## src/rtl/mit_pkg.sv

```systemverilog
package mit_pkg;
   localparam int ADDR_W = 2;
   localparam int CTRL_W = 5;

   localparam logic [ADDR_W-1:0] A_CTRL = 2'd0;
   localparam logic [ADDR_W-1:0] A_MOD  = 2'd1;
   localparam logic [ADDR_W-1:0] A_CNT  = 2'd2;

   localparam int B_EN     = 0;
   localparam int B_RELOAD = 1;
   localparam int B_IE     = 2;
   localparam int B_OVW    = 3;
   localparam int B_FLAG   = 4;

   typedef struct packed {
      logic flag;
      logic ovw;
      logic ie;
      logic reload;
      logic en;
   } ctrl_t;
endpackage

```

## src/rtl/mit_regs.sv

```systemverilog
module mit_regs
   import mit_pkg::*;
#(
   parameter int CNT_W = 16
) (
   input  logic                 clk,
   input  logic                 rst_n,
   input  logic                 wr_en_i,
   input  logic [ADDR_W-1:0]    wr_addr_i,
   input  logic [CNT_W-1:0]     wr_data_i,
   input  logic                 set_flag_i,
   output ctrl_t                ctrl_o,
   output logic [CNT_W-1:0]     mod_o,
   output logic                 ovw_load_o,
   output logic                 en_load_o
);
   localparam logic [CNT_W-1:0] MOD_RST = '1;

   ctrl_t            ctrl_q, ctrl_d;
   logic [CNT_W-1:0] mod_q;
   logic             ctl_wr, mod_wr;

   assign ctl_wr = wr_en_i && (wr_addr_i == A_CTRL);
   assign mod_wr = wr_en_i && (wr_addr_i == A_MOD);

   always_comb begin
      ctrl_d = ctrl_q;
      if (ctl_wr) begin
         ctrl_d.en     = wr_data_i[B_EN];
         ctrl_d.reload = wr_data_i[B_RELOAD];
         ctrl_d.ie     = wr_data_i[B_IE];
         ctrl_d.ovw    = wr_data_i[B_OVW];
         if (wr_data_i[B_FLAG]) ctrl_d.flag = 1'b0;
      end
      if (set_flag_i) ctrl_d.flag = 1'b1;
   end

   always_ff @(posedge clk or negedge rst_n) begin
      if (!rst_n) begin
         ctrl_q <= '0;
         mod_q  <= MOD_RST;
      end else begin
         ctrl_q <= ctrl_d;
         if (mod_wr) mod_q <= wr_data_i;
      end
   end

   assign ctrl_o     = ctrl_q;
   assign mod_o      = mod_q;
   assign ovw_load_o = mod_wr && ctrl_q.ovw;
   assign en_load_o  = ctl_wr && wr_data_i[B_EN] && !ctrl_q.en;
endmodule

```

## src/rtl/mit_count.sv

```systemverilog
module mit_count #(
   parameter int CNT_W = 16
) (
   input  logic             clk,
   input  logic             rst_n,
   input  logic             tick_i,
   input  logic             en_i,
   input  logic             reload_i,
   input  logic             ovw_load_i,
   input  logic [CNT_W-1:0] ovw_val_i,
   input  logic             en_load_i,
   input  logic [CNT_W-1:0] mod_i,
   output logic [CNT_W-1:0] cnt_o,
   output logic             zero_evt_o
);
   localparam logic [CNT_W-1:0] ALL_ONES = '1;
   localparam logic [CNT_W-1:0] ONE      = CNT_W'(1);

   logic [CNT_W-1:0] cnt_q, cnt_d, step_val;
   logic             step_go, at_zero;

   assign at_zero  = (cnt_q == '0);
   assign step_go  = en_i && tick_i && !ovw_load_i && !en_load_i;
   assign step_val = at_zero ? (reload_i ? mod_i : ALL_ONES) : (cnt_q - ONE);

   always_comb begin
      if (ovw_load_i)     cnt_d = ovw_val_i;
      else if (en_load_i) cnt_d = mod_i;
      else if (step_go)   cnt_d = step_val;
      else                cnt_d = cnt_q;
   end

   always_ff @(posedge clk or negedge rst_n) begin
      if (!rst_n) cnt_q <= ALL_ONES;
      else        cnt_q <= cnt_d;
   end

   assign cnt_o      = cnt_q;
   assign zero_evt_o = step_go && (step_val == '0);
endmodule

```

## src/rtl/mit_rdmux.sv

```systemverilog
module mit_rdmux
   import mit_pkg::*;
#(
   parameter int CNT_W = 16
) (
   input  logic [ADDR_W-1:0] rd_addr_i,
   input  ctrl_t             ctrl_i,
   input  logic [CNT_W-1:0]  mod_i,
   input  logic [CNT_W-1:0]  cnt_i,
   output logic [CNT_W-1:0]  rd_data_o
);
   logic [CNT_W-1:0] ctrl_ext;

   generate
      if (CNT_W > CTRL_W) begin : g_pad
         assign ctrl_ext = {{(CNT_W-CTRL_W){1'b0}}, ctrl_i};
      end else begin : g_nopad
         assign ctrl_ext = ctrl_i;
      end
   endgenerate

   always_comb begin
      case (rd_addr_i)
         A_CTRL:  rd_data_o = ctrl_ext;
         A_MOD:   rd_data_o = mod_i;
         A_CNT:   rd_data_o = cnt_i;
         default: rd_data_o = '0;
      endcase
   end
endmodule

```

## src/rtl/mod_irq_timer.sv

```systemverilog
module mod_irq_timer
   import mit_pkg::*;
#(
   parameter int CNT_W   = 16,
   parameter bit IRQ_REG = 1'b0
) (
   input  logic                 clk,
   input  logic                 rst_n,
   input  logic                 tick_i,
   input  logic                 wr_en_i,
   input  logic [ADDR_W-1:0]    wr_addr_i,
   input  logic [CNT_W-1:0]     wr_data_i,
   input  logic [ADDR_W-1:0]    rd_addr_i,
   output logic [CNT_W-1:0]     rd_data_o,
   output logic                 irq_o
);
   generate
      if (CNT_W < CTRL_W || CNT_W > 32) begin : g_bad_width
         $error("mod_irq_timer: CNT_W must lie in %0d..32", CTRL_W);
      end
   endgenerate

   ctrl_t            ctrl_q;
   logic [CNT_W-1:0] mod_q, cnt_q;
   logic             ovw_load, en_load, zero_evt;

   mit_regs #(.CNT_W(CNT_W)) regs_i (
      .clk        (clk),
      .rst_n      (rst_n),
      .wr_en_i    (wr_en_i),
      .wr_addr_i  (wr_addr_i),
      .wr_data_i  (wr_data_i),
      .set_flag_i (zero_evt),
      .ctrl_o     (ctrl_q),
      .mod_o      (mod_q),
      .ovw_load_o (ovw_load),
      .en_load_o  (en_load)
   );

   mit_count #(.CNT_W(CNT_W)) count_i (
      .clk        (clk),
      .rst_n      (rst_n),
      .tick_i     (tick_i),
      .en_i       (ctrl_q.en),
      .reload_i   (ctrl_q.reload),
      .ovw_load_i (ovw_load),
      .ovw_val_i  (wr_data_i),
      .en_load_i  (en_load),
      .mod_i      (mod_q),
      .cnt_o      (cnt_q),
      .zero_evt_o (zero_evt)
   );

   mit_rdmux #(.CNT_W(CNT_W)) rdmux_i (
      .rd_addr_i (rd_addr_i),
      .ctrl_i    (ctrl_q),
      .mod_i     (mod_q),
      .cnt_i     (cnt_q),
      .rd_data_o (rd_data_o)
   );

   generate
      if (IRQ_REG) begin : g_irq_ff
         logic irq_q;
         always_ff @(posedge clk or negedge rst_n) begin
            if (!rst_n) irq_q <= 1'b0;
            else        irq_q <= ctrl_q.flag && ctrl_q.ie;
         end
         assign irq_o = irq_q;
      end else begin : g_irq_comb
         assign irq_o = ctrl_q.flag && ctrl_q.ie;
      end
   endgenerate
endmodule

```

## config.mk

```make
export PLATFORM = sky130hd
export DESIGN_NAME = mod_irq_timer
export DESIGN_NICKNAME = d
export VERILOG_FILES = /design/src/rtl/mit_pkg.sv /design/src/rtl/mit_regs.sv /design/src/rtl/mit_count.sv /design/src/rtl/mit_rdmux.sv /design/src/rtl/mod_irq_timer.sv
export SDC_FILE = /design/constraint.sdc
export NUM_CORES = 1
export LEC_CHECK = 0
export ABC_AREA = 0
export BUFFER_PORTS_ARGS = -buffer_cell sky130_fd_sc_hd__buf_2
export CAP_MARGIN = 20
export CORE_MARGIN = 10
export CORE_UTILIZATION = 51
export DETAILED_ROUTE_END_ITERATION = 12
export GPL_ROUTABILITY_DRIVEN = 0
export HOLD_SLACK_MARGIN = 0.08
export PLACE_DENSITY = 0.76
export SETUP_SLACK_MARGIN = 0.5
export SKIP_LAST_GASP = 1
export SLEW_MARGIN = 20
export SYNTH_ARGS = -nofsm -noshare
export SYNTH_HDL_FRONTEND = slang
export SYNTH_SLANG_ARGS = --single-unit
```

## constraint.sdc

```tcl
create_clock -name clk -period 2 [get_ports clk]
set_input_delay 0.4 -clock clk [delete_from_list [all_inputs] [get_ports clk]]
set_output_delay 0.4 -clock clk [all_outputs]
set_load 0.05 [all_outputs]
```

Yosys cells after proc, flatten, opt, wreduce, memory -nomap -nowiden
Cells that the tools add are included.
{"block": "op_classes", "n_mux": 9, "addsub": 1, "eq_ne": 3, "n_reduce_logical": 21}
{"operator": "16-bit 2-to-1 mux", "count": 5}
{"operator": "16-bit one-hot mux with 3 select lines", "count": 1}
{"operator": "16-bit logical NOT", "count": 2}
{"operator": "16-bit by 1-bit subtractor with 16-bit output, second input constant", "count": 1}
{"operator": "1-bit logical AND", "count": 10}
{"operator": "5-bit 2-to-1 mux", "count": 1}
{"operator": "2-bit by 1-bit == test with 1-bit output, second input constant", "count": 2}
{"operator": "2-bit logical NOT", "count": 2}
{"operator": "2-bit nonzero test", "count": 2}
{"operator": "1-bit logical NOT", "count": 3}
{"operator": "3-bit nonzero test", "count": 1}
{"operator": "2-bit == test, second input constant", "count": 1}
{"operator": "1-bit 2-to-1 mux", "count": 2}
{"operator": "2-bit AND reduction", "count": 1}
{"block": "totals", "out_inout_bits": 17, "inputBits": 24, "elab_cells": 41, "ff_bits": 37}

Logic depth before layout (Yosys ltp)
Gate-level depths: netlist (run 1).
{"block": "depth", "ltp_word": 9, "ltp_mapped": 9}

Cells and area by module
From an unflattened synthesis (run 1), not the netlist that was laid out.
{"block": "hier_totals", "cells_unflattened": 256, "area_unflattened_um2": 2592.5}
{"module": "mit_count", "seq_area_each_um2": 420.4, "instances": 1, "cells_per_inst": 178, "area_per_inst_um2": 1470.2}
{"module": "mit_regs", "seq_area_each_um2": 545.5, "instances": 1, "cells_per_inst": 50, "area_per_inst_um2": 884.6}
{"module": "mit_rdmux", "seq_area_each_um2": 0.0, "instances": 1, "cells_per_inst": 27, "area_per_inst_um2": 231.5}
{"module": "mod_irq_timer", "seq_area_each_um2": 0.0, "instances": 1, "cells_per_inst": 1, "area_per_inst_um2": 6.3}

Least setup slack after synthesis (run 1)
OpenSTA, ideal clock, no wires.
{"block": "synth_timing", "path_kind": "input -> output", "startpoint": "input port rd_addr_i[0]", "endpoint": "output port rd_data_o[0]", "path_stages": 3, "required_ns": 1.600, "setup_slack_ns": -0.288, "arrival_ns": 1.888, "path_cell_list": "clkbuf_1 -> mux2i_1 -> o21ai_0"}
{"block": "synth_via", "elab_chain_len": 2, "word_cells_on_any_way": 4}
{"item": "from (decl)", "line": "mod_irq_timer.sv:13", "rtl": "input logic [ADDR_W-1:0] rd_addr_i,"}
{"item": "2-bit == test, or another cell as far along", "line": "mit_rdmux.sv:23", "rtl": "case (rd_addr_i)"}
{"item": "16-bit one-hot mux with 3 select lines (*)", "line": "mit_rdmux.sv:23"}
{"item": "to (decl)", "line": "mod_irq_timer.sv:14", "rtl": "output logic [CNT_W-1:0] rd_data_o,"}
Every way passes the cells marked *; elsewhere a longest branch is shown, timed or not.

Final worst setup path (run 1)
{"block": "layout_timing", "startpoint": "register count_i.cnt_q[4] (netlist: count_i.cnt_o[4])", "endpoint": "register regs_i.ctrl_o[4] (netlist name)"}
{"block": "layout_via", "elab_chain_len": 6, "word_cells_on_any_way": 9}
{"item": "from (decl)", "line": "mit_count.sv:19", "rtl": "logic [CNT_W-1:0] cnt_q, cnt_d, step_val;"}
{"item": "from (signal assigned)", "line": "mit_count.sv:35", "rtl": "else cnt_q <= cnt_d;"}
{"item": "16-bit by 1-bit subtractor with 16-bit output or 16-bit logical NOT (tied branches)", "line": "mit_count.sv:24, mit_count.sv:22"}
{"item": "16-bit 2-to-1 mux (*)", "line": "mit_count.sv:24", "rtl": "assign step_val = at_zero ? (reload_i ? mod_i : ALL_ONES) : (cnt_q - ONE);"}
{"item": "16-bit logical NOT (*)", "line": "mit_count.sv:39", "rtl": "assign zero_evt_o = step_go && (step_val == '0);"}
{"item": "1-bit logical AND (*)", "line": "mit_count.sv:39"}
{"item": "2-bit nonzero test (no line)"}
{"item": "2-bit AND reduction (no line)"}
Marks and branches as above.
A chain may end at the register's enable or synchronous reset.

==> results of run 1 <==
[critical path, delay by kind of cell, from the launching register on]
kind	cells	cell delay (ns)
flip-flops	1	0.39
buffers and inverters	1	0.18
AND/OR/NAND/NOR	3	0.59
AO/OA/AOI/OAI	3	0.82
[sequential cells by signal, indices dropped and copies added (netlist names)]
name	cells
regs_i.mod_o	16
count_i.cnt_o	16
regs_i.ctrl_o	5
[cells by family (layout without fill, tap and decap cells)]
group / Yosys count / after routing / share of synthesized area [%]
buffers and inverters: 26 / 115 / 4.788
adder cells (fa/ha/maj): 2 / 2 / 0.9973
XOR/XNOR: 10 / 10 / 3.491
multiplexers: 24 / 24 / 10.47
AO/OA/AOI/OAI: 69 / 69 / 19.90
AND/OR/NAND/NOR: 101 / 101 / 21.84
flip-flops: 37 / 37 / 38.50
[worst min path at each step]
| stage | start | to | cells past startpoint |
|---|---|---|---|
| after floorplan | rst_n | regs_i.ctrl_o[0] | 0 |
| after global placement | rst_n | regs_i.ctrl_o[0] | 1 |
| after detailed placement | rst_n | regs_i.ctrl_o[3] | 1 |
| after CTS | wr_data_i[9] | count_i.cnt_o[9] | 3 |
| after global routing | wr_data_i[3] | regs_i.ctrl_o[3] | 3 |
| final | wr_data_i[3] | count_i.cnt_o[3] | 3 |
[layout by cell type (no fill, tap or decap), types with 5 or more instances in the layout]
| master | n |
|---|---|
| a22o_4 | 11 |
| buf_4 | 35 |
| a21oi_1 | 7 |
| clkbuf_8 | 7 |
| buf_2 | 21 |
| dfstp_2 | 32 |
| xnor2_1 | 5 |
| nand2_1 | 24 |
| a31oi_1 | 14 |
| buf_6 | 24 |
| buf_8 | 14 |
| mux2_2 | 18 |
| o221ai_2 | 10 |
| nor2_1 | 27 |
[power by group]
group | internal, mW | leakage [nW] | switching (mW)
logic | 1.20 | 1.17 | 1.28
registers | 1.14 | 0.398 | 0.331
clock network | 0.312 | 0.0542 | 0.287
total | 2.66 | 1.62 | 1.90
[layer usage]
metal / global-route usage, % / routed length [um]
met4: 8.488 / 548
met5: 0 / 0
met3: 4.821 / 1083
met2: 37.35 / 4600
met1: 26.13 / 3680
[per-stage QoR]
| step | hold WS (ns) | worst slack [ns] |
|---|---|---|
| 3_5_place_dp | 0.3978 | 0.001669 |
| 2_1_floorplan | 0.1044 | 0.03624 |
| 4_1_cts | 0.3221 | 0.05487 |
| 3_3_place_gp | 0.3824 | 0.04974 |
| 5_1_grt | 0.3328 | -0.1841 |
| 6_report | 0.3247 | -0.07566 |
[repair_timing]
item | CTS | global route
endpoints found under the hold margin | 2 | 0
cloned | 3 | 0
hold buffers | 1 | 0
endpoints found under the setup margin | 33 | 34
buffers inserted | 11 | 14
pin swaps | 16 | 21
resized for setup | 85 | 29
[final cells by class]
class / instances / area share (%)
tap: 67 / 2.121
clock inverter: 1 / 0.1266
clock buffer: 7 / 2.437
multi-input combinational: 206 / 45.65
sequential: 37 / 24.47
inverter: 6 / 0.5698
timing repair buffer: 101 / 24.63
==> results.txt, run 1 <==
Critical Path AT - 2.29 ns
Async set-reset flop share out of synthesis - 100.0%
Clk slew on worst S/H paths - 0.08 ns
Max-slew violation count - 0
Via count of the first global-routing pass - 2,708
Worst setup path endpoint - regs_i.ctrl_o[4]
Die height - 90.14 um
Skew final - 0.009199 ns
Reg2reg start - count_i.cnt_o[4]
Min Tclk post-route - 2.076 ns
Synthesized flop and latch total - 37
Critical path required time - 2.22 ns
Post-synthesis sequential area ratio - 38.50%
Vias/cell - 6.769
First-pass GRT wire length - 14.47 mm
Setup Crit Path Kind - flip-flop to flip-flop
Power Density - 1153 mW/mm^2
Largest net degree at the start of global routing - 23
DP Area - 0.003179 mm^2
Final Cycle Share - 103.8%
Hold Vio Cnt, Final - 0
Worst setup margin - -0.07566 ns
TNS Setup - -0.2245 ns
Final Util - 83.13%
Num rows - 25
VDD IR max - 728.6 uV
CTS Buffer Depth - 2
Initial DRC Count - 376
Worst setup startpoint - count_i.cnt_o[4]
Status - finished, violations left
Die X - 90.14 um
EDFF count, synth - 0
Total GRT Usage - 21.91%
Non-filler cells, final - 425
Fraction of layout cells with a size suffix above 1 - 63.13%
Reg-to-reg slack, setup - -0.08 ns
R2r endpoint - regs_i.ctrl_o[4]
Initial antenna violation count - 0
Sequential Area - 967.2 um^2
CTS sink count - 37
Via count - 2,877
CTS Buf Count - 5
Core Area - 0.004755 mm^2
Total power - 4.559 mW
Fill cells - 239
Antenna Violating Nets Remaining - 0
Remaining DRCs - 0
Final WL - 9.912 mm
# port buffers - 40
Worst Reg2Reg Path Length in Cells - 7
Post-route cell area - 0.003953 mm^2
Violated checks - negative setup slack
Mapped Area - 0.002509 mm^2
Slowest CP cell - dfstp_2
Crit. End Element - flip-flop
RSZ-0062 raised after global routing - yes
Syn Area/Cell - 9.326 um^2
Remaining Overflow, GRT - 0
Initial Utilization - 52.76%
Syn Inst Count - 269
Most common cell in the netlist - dfstp_2
Worst-path maximum fanout - 12
Clock latency on the worst-skew pair - 0.30 ns
Avg WL per Cell - 23.32 um
CP max stage delay - 0.39 ns
Final HPWL DP - 5.470 mm
Layout area overhead - 57.56%
YS warnings - 0
Synthesized net count - 295
ANT cells - 0
1st-pass router iterations - 5
Clock root buffer - clkbuf_8
Measured slew at the worst slew-check pin - 0.5170 ns
Dpl cells - 388
Cell accounting for the most synthesized area - dfstp_2
Die area - 0.008124 mm^2
Leakage - 1.618 nW
Worst hold-check path type - input port to flip-flop
Slew HR - 65.53%
Max Clk Rate - 481.8 MHz
Final #Nets - 383
H-tree depth - 2
Synth cell types - 54
Synth top area share - 33.52%
Area of the multi-input gates - 0.001804 mm^2
Setup violators final - 8
Commonest cells post-synth - 32 x dfstp_2, 31 x nand2_1, 29 x nor2_1
Worst-path cell chain - nor4_4 -> buf_12 -> nand4_1 -> o21ai_0 -> nand3_1 -> a211o_1 -> o31ai_2
Main flop type after synthesis - dfstp_2
Synth area leaders - dfstp_2 34%, mux2_2 8.1%, dfrtp_1 5.0%
CTS tree - yes
Max_cap viols - 0
I/O pin cnt - 41
Setup crit start kind - flip-flop
(Power assumes the default switching activity.)
==> inputs of run 2 (changes only) <==
- CORE_ASPECT_RATIO: not set -> 1.75
==> results.txt, run 2 (synthesis results as in run 1) <==
Remaining DRCs - 0
Remaining Overflow, GRT - 0
Max Clk Rate - 506.2 MHz
Antenna Violating Nets Remaining - 0
# port buffers - 40
Clk slew on worst S/H paths - 0.07 ns
Initial Utilization - 53.30%
Min Tclk post-route - 1.975 ns
I/O pin cnt - 41
CP max stage delay - 0.40 ns
Pint - 2.501 mW
DP Area - 0.003161 mm^2
RSZ-0062 raised after global routing - yes
Die X - 73.02 um
Setup crit start kind - flip-flop
Clock latency on the worst-skew pair - 0.30 ns
H-tree depth - 2
Worst setup startpoint - count_i.cnt_o[9]
Bufs and invs on worst path - 1
Worst hold-check path type - input port to async pin
1st-pass router iterations - 4
NetSw - 1.678 mW
Skew final - 0.005099 ns
Clock root buffer - clkbuf_8
Final WL - 8.104 mm
Total GRT Usage - 20.25%
Comb power frac - 51.8%
Initial antenna violation count - 0
Reg2reg start - count_i.cnt_o[9]
Worst setup margin - 0.02451 ns
First-pass GRT wire length - 13.32 mm
Final Cycle Share - 98.77%
Vias/cell - 6.253
VDD IR max - 911.6 uV
R2r endpoint - regs_i.ctrl_o[4]
Avg WL per Cell - 20.31 um
ANT cells - 0
Reg-to-reg slack, setup - 0.02 ns
Fraction of layout cells with a size suffix above 1 - 55.62%
Max-slew violation count - 0
Final #Nets - 372
Via count of the first global-routing pass - 2,719
Net Sw Frac - 40.15%
Leakage - 1.528 nW
CTS sink count - 37
Via count - 2,495
Most common cell after layout, fill and taps aside - buf_4
Post-Place Worst Slack - -0.04674 ns
Critical Path AT - 2.18 ns
Clock power frac - 13.2%
Slew HR - 57.12%
Num rows - 33
Crit. End Element - flip-flop
Layout area overhead - 46.23%
Die height - 112.8 um
Commonest cells after routing, fill and taps aside - 35 x buf_4, 32 x dfstp_2, 28 x nor2_1, 26 x nand2_1, 22 x buf_2
Largest net degree at the start of global routing - 28
CTS tree - yes
Setup violators final - 0
Status - complete, no violations
Initial DRC Count - 192
Worst-path maximum fanout - 8
Setup Crit Path Kind - flip-flop to flip-flop
Register share of total power - 35.1%
Worst-path cell chain - nor4_4 -> buf_4 -> nand4_4 -> o32a_1 -> a211o_1 -> o31ai_2
Max_cap viols - 0
Worst Reg2Reg Path Length in Cells - 6
Post-route cell area - 0.003669 mm^2
Critical path required time - 2.21 ns
Die area - 0.008235 mm^2
CTS Buffer Depth - 2
Core Area - 0.004707 mm^2
CTS Buf Count - 5
Slowest CP cell - dfstp_2
Measured slew at the worst slew-check pin - 0.6432 ns
Power Density - 1139 mW/mm^2
Hold Vio Cnt, Final - 0
Total power - 4.179 mW
Worst path top cell family by delay - compound AO/OA/AOI/OAI gates
Hold-fix buffers, CTS - 0
Final HPWL DP - 5.665 mm
==> run 2: worst max-delay path by stage <==
stage,endpoint,slack (ns),cells past startpoint
global route,regs_i.ctrl_o[4],-0.08,6
detailed placement,regs_i.ctrl_o[4],-0.05,7
CTS,regs_i.ctrl_o[4],0.03,7
floorplan,regs_i.ctrl_o[4],0.04,6
finish,regs_i.ctrl_o[4],0.02,6
global placement,count_i.cnt_o[7],0.02,8
==> run 2: area by class of cell <==
type	count	area, um^2
fillers	294	1039
well taps	52	65.06
clock buffers	8	90.09
flip-flops and latches	37	967.2
inverters	6	22.52
repair buffers	90	829.5
multi-input cells	206	1694
==> run 2: power groups by stage <==
stage               Clock [mW]  Combinational (mW)  Sequential, mW
CTS                      0.560                2.08            1.46
global placement             0                1.65            1.46
floorplan                    0                1.31            1.36
global route             0.586                2.32            1.50
finish                   0.550                2.16            1.47
detailed placement           0                1.69            1.46
==> run 2: per-layer routing <==
metal | vias to the layer above | track usage [%] | wire length, um
li1 | 1154 | - | -
met1 | 1206 | 21.85 | 2920
met2 | 111 | 34.72 | 4315
met3 | 24 | 4.199 | 549
met4 | 0 | 11.70 | 319
met5 | - | 0 | 0
==> run 2: repair_timing <==
item | 4_1_cts | 5_1_grt
pin swaps | 13 | 7
cloned | 1 | 0
setup buffers | 14 | 3
setup endpoints to repair | 33 | 33
gates resized for setup | 72 | 4
==> run 2: metrics by stage <==
stage               hold WS, ns  instances  utilization [%]  TNS [ns]
floorplan                0.1044        269                -         0
global placement         0.4427        373            67.15         0
detailed placement       0.4529        373            67.15   -0.1058
CTS                      0.1340        396            77.19         0
global route             0.1520        399            77.94   -0.4623
finish                   0.1279        399            77.94         0
